--- config.mk ---
export PLATFORM = sky130hd
export DESIGN_NAME = cfg_seq_top
export DESIGN_NICKNAME = d
export VERILOG_FILES = /design/src/rtl/cfg_seq_pkg.sv /design/src/rtl/cfg_strap_sync.sv /design/src/rtl/cfg_settle_timer.sv /design/src/rtl/cfg_ratio_dec.sv /design/src/rtl/cfg_seq_top.sv
export SDC_FILE = /design/constraint.sdc
export NUM_CORES = 1
export LEC_CHECK = 0
export BUFFER_PORTS_ARGS = -buffer_cell sky130_fd_sc_hd__buf_2
export CAP_MARGIN = 40
export CORE_MARGIN = 3
export CORE_UTILIZATION = 40
export DETAILED_ROUTE_END_ITERATION = 8
export SLEW_MARGIN = 20
export SYNTH_ARGS = -nofsm -noshare
export SYNTH_HDL_FRONTEND = slang
export SYNTH_SLANG_ARGS = --single-unit
export TNS_END_PERCENT = 1
--- constraint.sdc ---
create_clock -name clk_i -period 1.8 [get_ports clk_i]
set_input_delay 0.09 -clock clk_i [delete_from_list [all_inputs] [get_ports clk_i]]
set_output_delay 0.09 -clock clk_i [all_outputs]
set_load 0.03 [all_outputs]
--- src/rtl/cfg_seq_pkg.sv ---
package cfg_seq_pkg;
  localparam int unsigned WORD_W = 9;

  // mode word bit positions
  localparam int unsigned BIT_PRESC_EN = 0;
  localparam int unsigned BIT_BYPASS   = 1;
  localparam int unsigned BIT_M_HALF   = 2;

  // slowest settings: prescaler on, divide by 4, fixed bits 4:3 set
  localparam logic [WORD_W-1:0] MUX_MAX = 9'h019;
  localparam logic [WORD_W-1:0] DIV_MAX = 9'h1FF;

  typedef enum logic [2:0] {
    ST_FILL,
    ST_FORCE,
    ST_SETTLE,
    ST_LOAD,
    ST_RUN,
    ST_PROG
  } seq_state_e;
endpackage

--- src/rtl/cfg_strap_sync.sv ---
module cfg_strap_sync #(
  parameter int unsigned STAGES = 2
) (
  input  logic clk_i,
  input  logic rst_ni,
  input  logic d_i,
  output logic q_o
);
  logic [STAGES-1:0] ff_q;

  for (genvar i = 0; i < STAGES; i++) begin : g_stage
    always_ff @(posedge clk_i or negedge rst_ni) begin
      if (!rst_ni) begin
        ff_q[i] <= 1'b0;
      end else begin
        if (i == 0) ff_q[i] <= d_i;
        else        ff_q[i] <= ff_q[(i == 0) ? 0 : i-1];
      end
    end
  end

  assign q_o = ff_q[STAGES-1];
endmodule

--- src/rtl/cfg_settle_timer.sv ---
module cfg_settle_timer #(
  parameter int unsigned CYCLES = 1024,
  localparam int unsigned CNT_W = $clog2(CYCLES + 1)
) (
  input  logic clk_i,
  input  logic rst_ni,
  input  logic run_i,
  output logic done_o
);
  logic [CNT_W-1:0] cnt_q;

  always_ff @(posedge clk_i or negedge rst_ni) begin
    if (!rst_ni) begin
      cnt_q <= '0;
    end else if (!run_i) begin
      cnt_q <= '0;
    end else if (!done_o) begin
      cnt_q <= cnt_q + 1'b1;
    end
  end

  assign done_o = (cnt_q == CNT_W'(CYCLES));
endmodule

--- src/rtl/cfg_ratio_dec.sv ---
module cfg_ratio_dec #(
  parameter int unsigned WORD_W = 9,
  localparam int unsigned RATIO_W = WORD_W + 3
) (
  input  logic              presc_en_i,
  input  logic              m_half_i,
  input  logic              bypass_i,
  input  logic [WORD_W-1:0] n_i,
  output logic [RATIO_W-1:0] ratio_o
);
  logic [RATIO_W-1:0] n_eff;

  always_comb begin
    n_eff = RATIO_W'(n_i) + RATIO_W'(2);
    if (bypass_i)        ratio_o = RATIO_W'(1);
    else if (!presc_en_i) ratio_o = n_eff;
    else if (m_half_i)    ratio_o = n_eff << 1;
    else                  ratio_o = n_eff << 2;
  end
endmodule

--- src/rtl/cfg_seq_top.sv ---
module cfg_seq_top
  import cfg_seq_pkg::*;
#(
  parameter int unsigned SYNC_STAGES   = 2,
  parameter int unsigned SETTLE_CYCLES = 1024,
  localparam int unsigned RATIO_W = WORD_W + 3,
  localparam int unsigned FILL_W  = $clog2(SYNC_STAGES + 1)
) (
  input  logic              clk_i,
  input  logic              rst_ni,
  input  logic              pin_i,
  input  logic [WORD_W-1:0] nv_mux_i,
  input  logic [WORD_W-1:0] nv_div_i,
  output logic              div_load_o,
  output logic [WORD_W-1:0] mux_o,
  output logic [WORD_W-1:0] div_o,
  output logic [RATIO_W-1:0] ratio_o,
  output logic              out_en_o,
  output logic              prog_mode_o
);
  seq_state_e        state_q;
  logic [FILL_W-1:0] fill_q;
  logic              strap_q;
  logic              pin_sync;
  logic              settle_done;
  logic [WORD_W-1:0] mux_q, div_q;

  cfg_strap_sync #(.STAGES(SYNC_STAGES)) u_sync (
    .clk_i (clk_i),
    .rst_ni(rst_ni),
    .d_i   (pin_i),
    .q_o   (pin_sync)
  );

  cfg_settle_timer #(.CYCLES(SETTLE_CYCLES)) u_timer (
    .clk_i (clk_i),
    .rst_ni(rst_ni),
    .run_i (state_q == ST_SETTLE),
    .done_o(settle_done)
  );

  always_ff @(posedge clk_i or negedge rst_ni) begin
    if (!rst_ni) begin
      state_q <= ST_FILL;
      fill_q  <= '0;
      strap_q <= 1'b0;
      mux_q   <= MUX_MAX;
      div_q   <= DIV_MAX;
    end else begin
      unique case (state_q)
        ST_FILL: begin
          if (fill_q == FILL_W'(SYNC_STAGES)) begin
            strap_q <= pin_sync; // latched once per power-up
            state_q <= ST_FORCE;
          end else begin
            fill_q <= fill_q + 1'b1;
          end
        end
        ST_FORCE: begin
          mux_q   <= MUX_MAX;
          div_q   <= DIV_MAX;
          state_q <= ST_SETTLE;
        end
        ST_SETTLE: begin
          if (settle_done) begin
            if (strap_q) begin
              state_q <= ST_PROG;
            end else begin
              mux_q   <= nv_mux_i;
              div_q   <= nv_div_i;
              state_q <= ST_LOAD;
            end
          end
        end
        ST_LOAD:  state_q <= ST_RUN;
        ST_RUN:   state_q <= ST_RUN;
        ST_PROG:  state_q <= ST_PROG;
        default:  state_q <= ST_FILL;
      endcase
    end
  end

  cfg_ratio_dec #(.WORD_W(WORD_W)) u_dec (
    .presc_en_i(mux_q[BIT_PRESC_EN]),
    .m_half_i  (mux_q[BIT_M_HALF]),
    .bypass_i  (mux_q[BIT_BYPASS]),
    .n_i       (div_q),
    .ratio_o   (ratio_o)
  );

  assign div_load_o  = (state_q == ST_FORCE) || (state_q == ST_LOAD);
  assign out_en_o    = (state_q == ST_RUN);
  assign prog_mode_o = (state_q == ST_PROG);
  assign mux_o       = mux_q;
  assign div_o       = div_q;
endmodule

==> implementation parameters <==
Parameter                              Value

Run status
  Status    finished, violations left
  Failing checks    negative setup slack

Synthesis
  Dominant cells by area after synthesis    dfrtp_1 28%, dfstp_2 14%, nor2_1 7.0%
  Number of flops mapped to enable cells by yosys    0
  Sequential share of the synthesized area    approximately 43%
  Synth top cells by count    41 x nor2_1, 25 x dfrtp_1, 16 x inv_1, 14 x a21oi_1, 13 x nand3_1
  Post-synth top area share    28.31%
  Number of warnings issued by yosys    0
  Most common cell in the netlist    nor2_1
  Syn Std Cell Area    2210 µm²
  Unique cell type count in the Yosys netlist    53
  Async set-reset flop share out of synthesis    100.0%
  Number of nets in the synthesized netlist    approximately 280
  Avg Cell Area, Syn    8.803 µm²
  Flop and latch count out of synthesis    37
  Post-synth top flop    dfrtp_1
  Gate count after technology mapping    251
  Cell accounting for the most synthesized area    dfrtp_1

Floorplan
  Starting Density    42.19%
  Die W    80.33 µm
  Overall die area    6452 µm²
  Core Rows    26
  Placeable core region    approximately 5200 µm²
  # IOs    54
  Die H    roughly 80 µm

Worst setup path
  Arrival time at the worst endpoint    between 1.5 and 2 ns
  Worst reg2reg path startpoint    u_timer.cnt_q[0]
  Critical path origin    div_o[1]
  Type of the worst setup path    reg -> out
  Capturing instance or port of the critical path    ratio_o[8]
  Worst R2R End    state_q[0]
  Peak per-stage delay on the critical path    0.60 ns
  Sort of element at the start of the critical path    flip-flop
  Required time reported for the critical path endpoint    1.71 ns
  CP cell instances    nand4_4 > or3_4 > a21o_1 > a221oi_4 > buf_6
  Slowest cell on the critical path    dfstp_2
  Largest fanout on the critical path    4
  Cell count of the worst reg-to-reg path    6
  Type of destination of the critical path    output pin
  Register-to-register setup slack    0.22 ns

Power
  Leakage power    1.366 nW
  Proportion of power drawn by the clock network    approximately two fifths
  Flop pwr share    around 60%
  P_int    approximately 0.0011 W
  Largest voltage drop on the vdd net    0.4550 mV
  Share of total power in combinational logic    3.3%
  Power spent charging and discharging nets    between 0.0003 and 0.0004 W
  Pwr/cell area    487.0 nW/µm²
  Switching power as a share of total power    between 20% and 30%
  Power Total    0.001430 W

Final layout
  Final layout net count    339
  Design Area, Final    between 2000 and 3000 µm²
  Fill count    roughly 500
  Post-route non-filler standard cell count    385
  Area growth from synthesis to layout    32.90%
  Ant diodes    0
  Area of the multi-input gates    1265 µm²
  Reg area    roughly 940 µm²
  Share of post-route cells with drive strength above 1    39.37%

STA
  Number of failing setup endpoints in the final timing report    7
  Final worst hold slack    between 0.03 and 0.04 ns
  RSZ-0062 raised after global routing    yes
  Max_slew headroom    around two thirds
  Fin. max-slew vios    0
  Final critical-path required period    about 2.1 ns
  Actual transition at the worst max-transition pin    0.5118 ns
  Final count of hold timing violations    0
  Share of the clock period used by the worst path    114.6%
  Post-route setup slack    -0.2635 ns
  Post-route clock skew    0.007195 ns
  Max Clock Freq    484.6 MHz

Clock tree
  Clk sink count    37
  Root buf cell    clkbuf_8
  Post-CTS setup buffer count    0
  Cts bufs inserted    5
  Clock latency on the worst-skew pair    0.28 ns
  Maximum level of the CTS H-tree    2
  Clock-pin slew on the worst setup and hold paths    0.07 ns
  TritonCTS clock tree    built
  Bufs on Longest Clock Path    2

Routing
  Number of iterations in the first detailed-routing pass    4
  Post-detailed-route count of antenna-violating nets    0
  Vias per cell    5.068
  Overall via count from detail_route    a little under 2000
  Number of DRC markers after the initial detailed-route iteration    84
  Sum of routed wire length over all layers    5.215 mm
  Drt wl/cell    about 14 µm
  DR DRC count    0

Place
  Area post-placement    2700 µm²
  Buffers on Ports    53
  Number of instances in the placed design    375
  DP Worst Slack    -0.06610 ns
  Estimated wirelength of the detail-placed design    3.752 mm
  Final weighted congestion in routability-driven placement    0.8127

Global route
  Pin count of the biggest net entering global routing    38
  Via count of the first global-routing pass    1898
  Initial antenna violation count    0
  Total global routing track utilization    17.56%
  Total grt overflow    0
  First-pass GRT wire length    8.956 mm

Hold path
  Type of the tightest min-delay check    in -> reg

Run
  Max_cap viols    0
[layout by cell type, fill, tap and decap left out, types with 2 or more instances in the layout]
cell            n
o21ai_0         5
xnor2_1         6
clkbuf_8        5
or3_4           2
nor2b_1         4
and3_1          2
nand2_1        12
buf_6           8
dfstp_2        12
and3_4          2
nor3_1          4
a211oi_1        2
dfrtp_1        25
a21oi_1        13
o32ai_2         2
nand2b_1        2
ha_1            3
inv_1          16
buf_2          45
mux2i_1         4
a21o_1          4
dlygate4sd3_1   2
a31oi_1         5
xor2_2          2
o21ai_1         6
clkinv_2        2
xor2_1          6
a211oi_2        2
nor2_1         40
nand3_1        13
nand4_1         3
buf_4          22
[metrics by stage]
stage	utilization, %	TNS (ns)
after detailed placement	51.55	-0.1741
final	56.07	-1.457
after CTS	55.64	-1.628
after global placement	51.55	-0.06069
after floorplan	-	-1.091
after global routing	56.07	-2.282
[power by group through the flow]
| stage | Clock [W] | Sequential (W) | Combinational [W] |
|---|---|---|---|
| 6_report | 0.000546 | 0.000838 | 0.0000466 |
| 4_1_cts | 0.000576 | 0.000837 | 0.0000489 |
| 5_1_grt | 0.000611 | 0.000837 | 0.0000534 |
| 2_1_floorplan | 0 | 0.000852 | 0.00000473 |
| 3_5_place_dp | 0 | 0.000852 | 0.0000454 |
| 3_3_place_gp | 0 | 0.000852 | 0.0000450 |
[sequential cells by signal, indices dropped and copies added (netlist names)]
register	cells
u_timer.cnt_q	11
div_o	9
mux_o	9
state_q	3
fill_q	2
strap_q	1
u_sync.ff_q	1
u_sync.q_o	1
[repair_timing]
action	in CTS	in global routing
hold buffers	2	0
endpoints found under the hold margin	26	0
endpoints found under the setup margin	9	11
resized for setup	26	5
pin swaps	7	5
[per-layer routing]
| metal | GRT usage, % | vias up | wire length (µm) |
|---|---|---|---|
| met5 | 0 | - | 0 |
| met3 | 3.139 | 9 | 169 |
| li1 | - | 989 | - |
| met4 | 6.250 | 0 | 100 |
| met2 | 27.73 | 34 | 2427 |
| met1 | 24.02 | 919 | 2518 |
[cell families after synthesis]
logic type,after synthesis,synth area share [%]
AO/OA/AOI/OAI,48,14.16
multiplexers,5,2.322
XOR/XNOR,15,5.946
buffers and inverters,37,7.475
AND/OR/NAND/NOR,105,25.26
flip-flops,37,42.58
adder cells (fa/ha/maj),4,2.265
[worst min-delay path by stage]
stage          cells past startpoint         from        end
2_1_floorplan                      0       rst_ni  fill_q[0]
3_3_place_gp                       2       rst_ni   mux_o[5]
3_5_place_dp                       2       rst_ni   mux_o[5]
4_1_cts                            3  nv_div_i[8]   div_o[8]
5_1_grt                            3  nv_div_i[0]   div_o[0]
6_report                           3  nv_mux_i[6]   mux_o[6]
[critical path: cells and delay by family, from the launching register on]
kind | cells | cell delay, ns
AO/OA/AOI/OAI | 2 | 0.46
flip-flops | 1 | 0.60
buffers and inverters | 1 | 0.17
AND/OR/NAND/NOR | 2 | 0.47
[cell type report]
| class | count | area share (%) |
|---|---|---|
| multi-input cells | 177 | 43.08 |
| flip-flops and latches | 37 | 32.04 |
| repair buffers | 77 | 17.04 |
| well taps | 70 | 2.983 |
| clock buffers | 6 | 2.471 |
| inverters | 16 | 2.045 |
| clock inverters | 2 | 0.3409 |
Power figures use the tool's default switching activity.
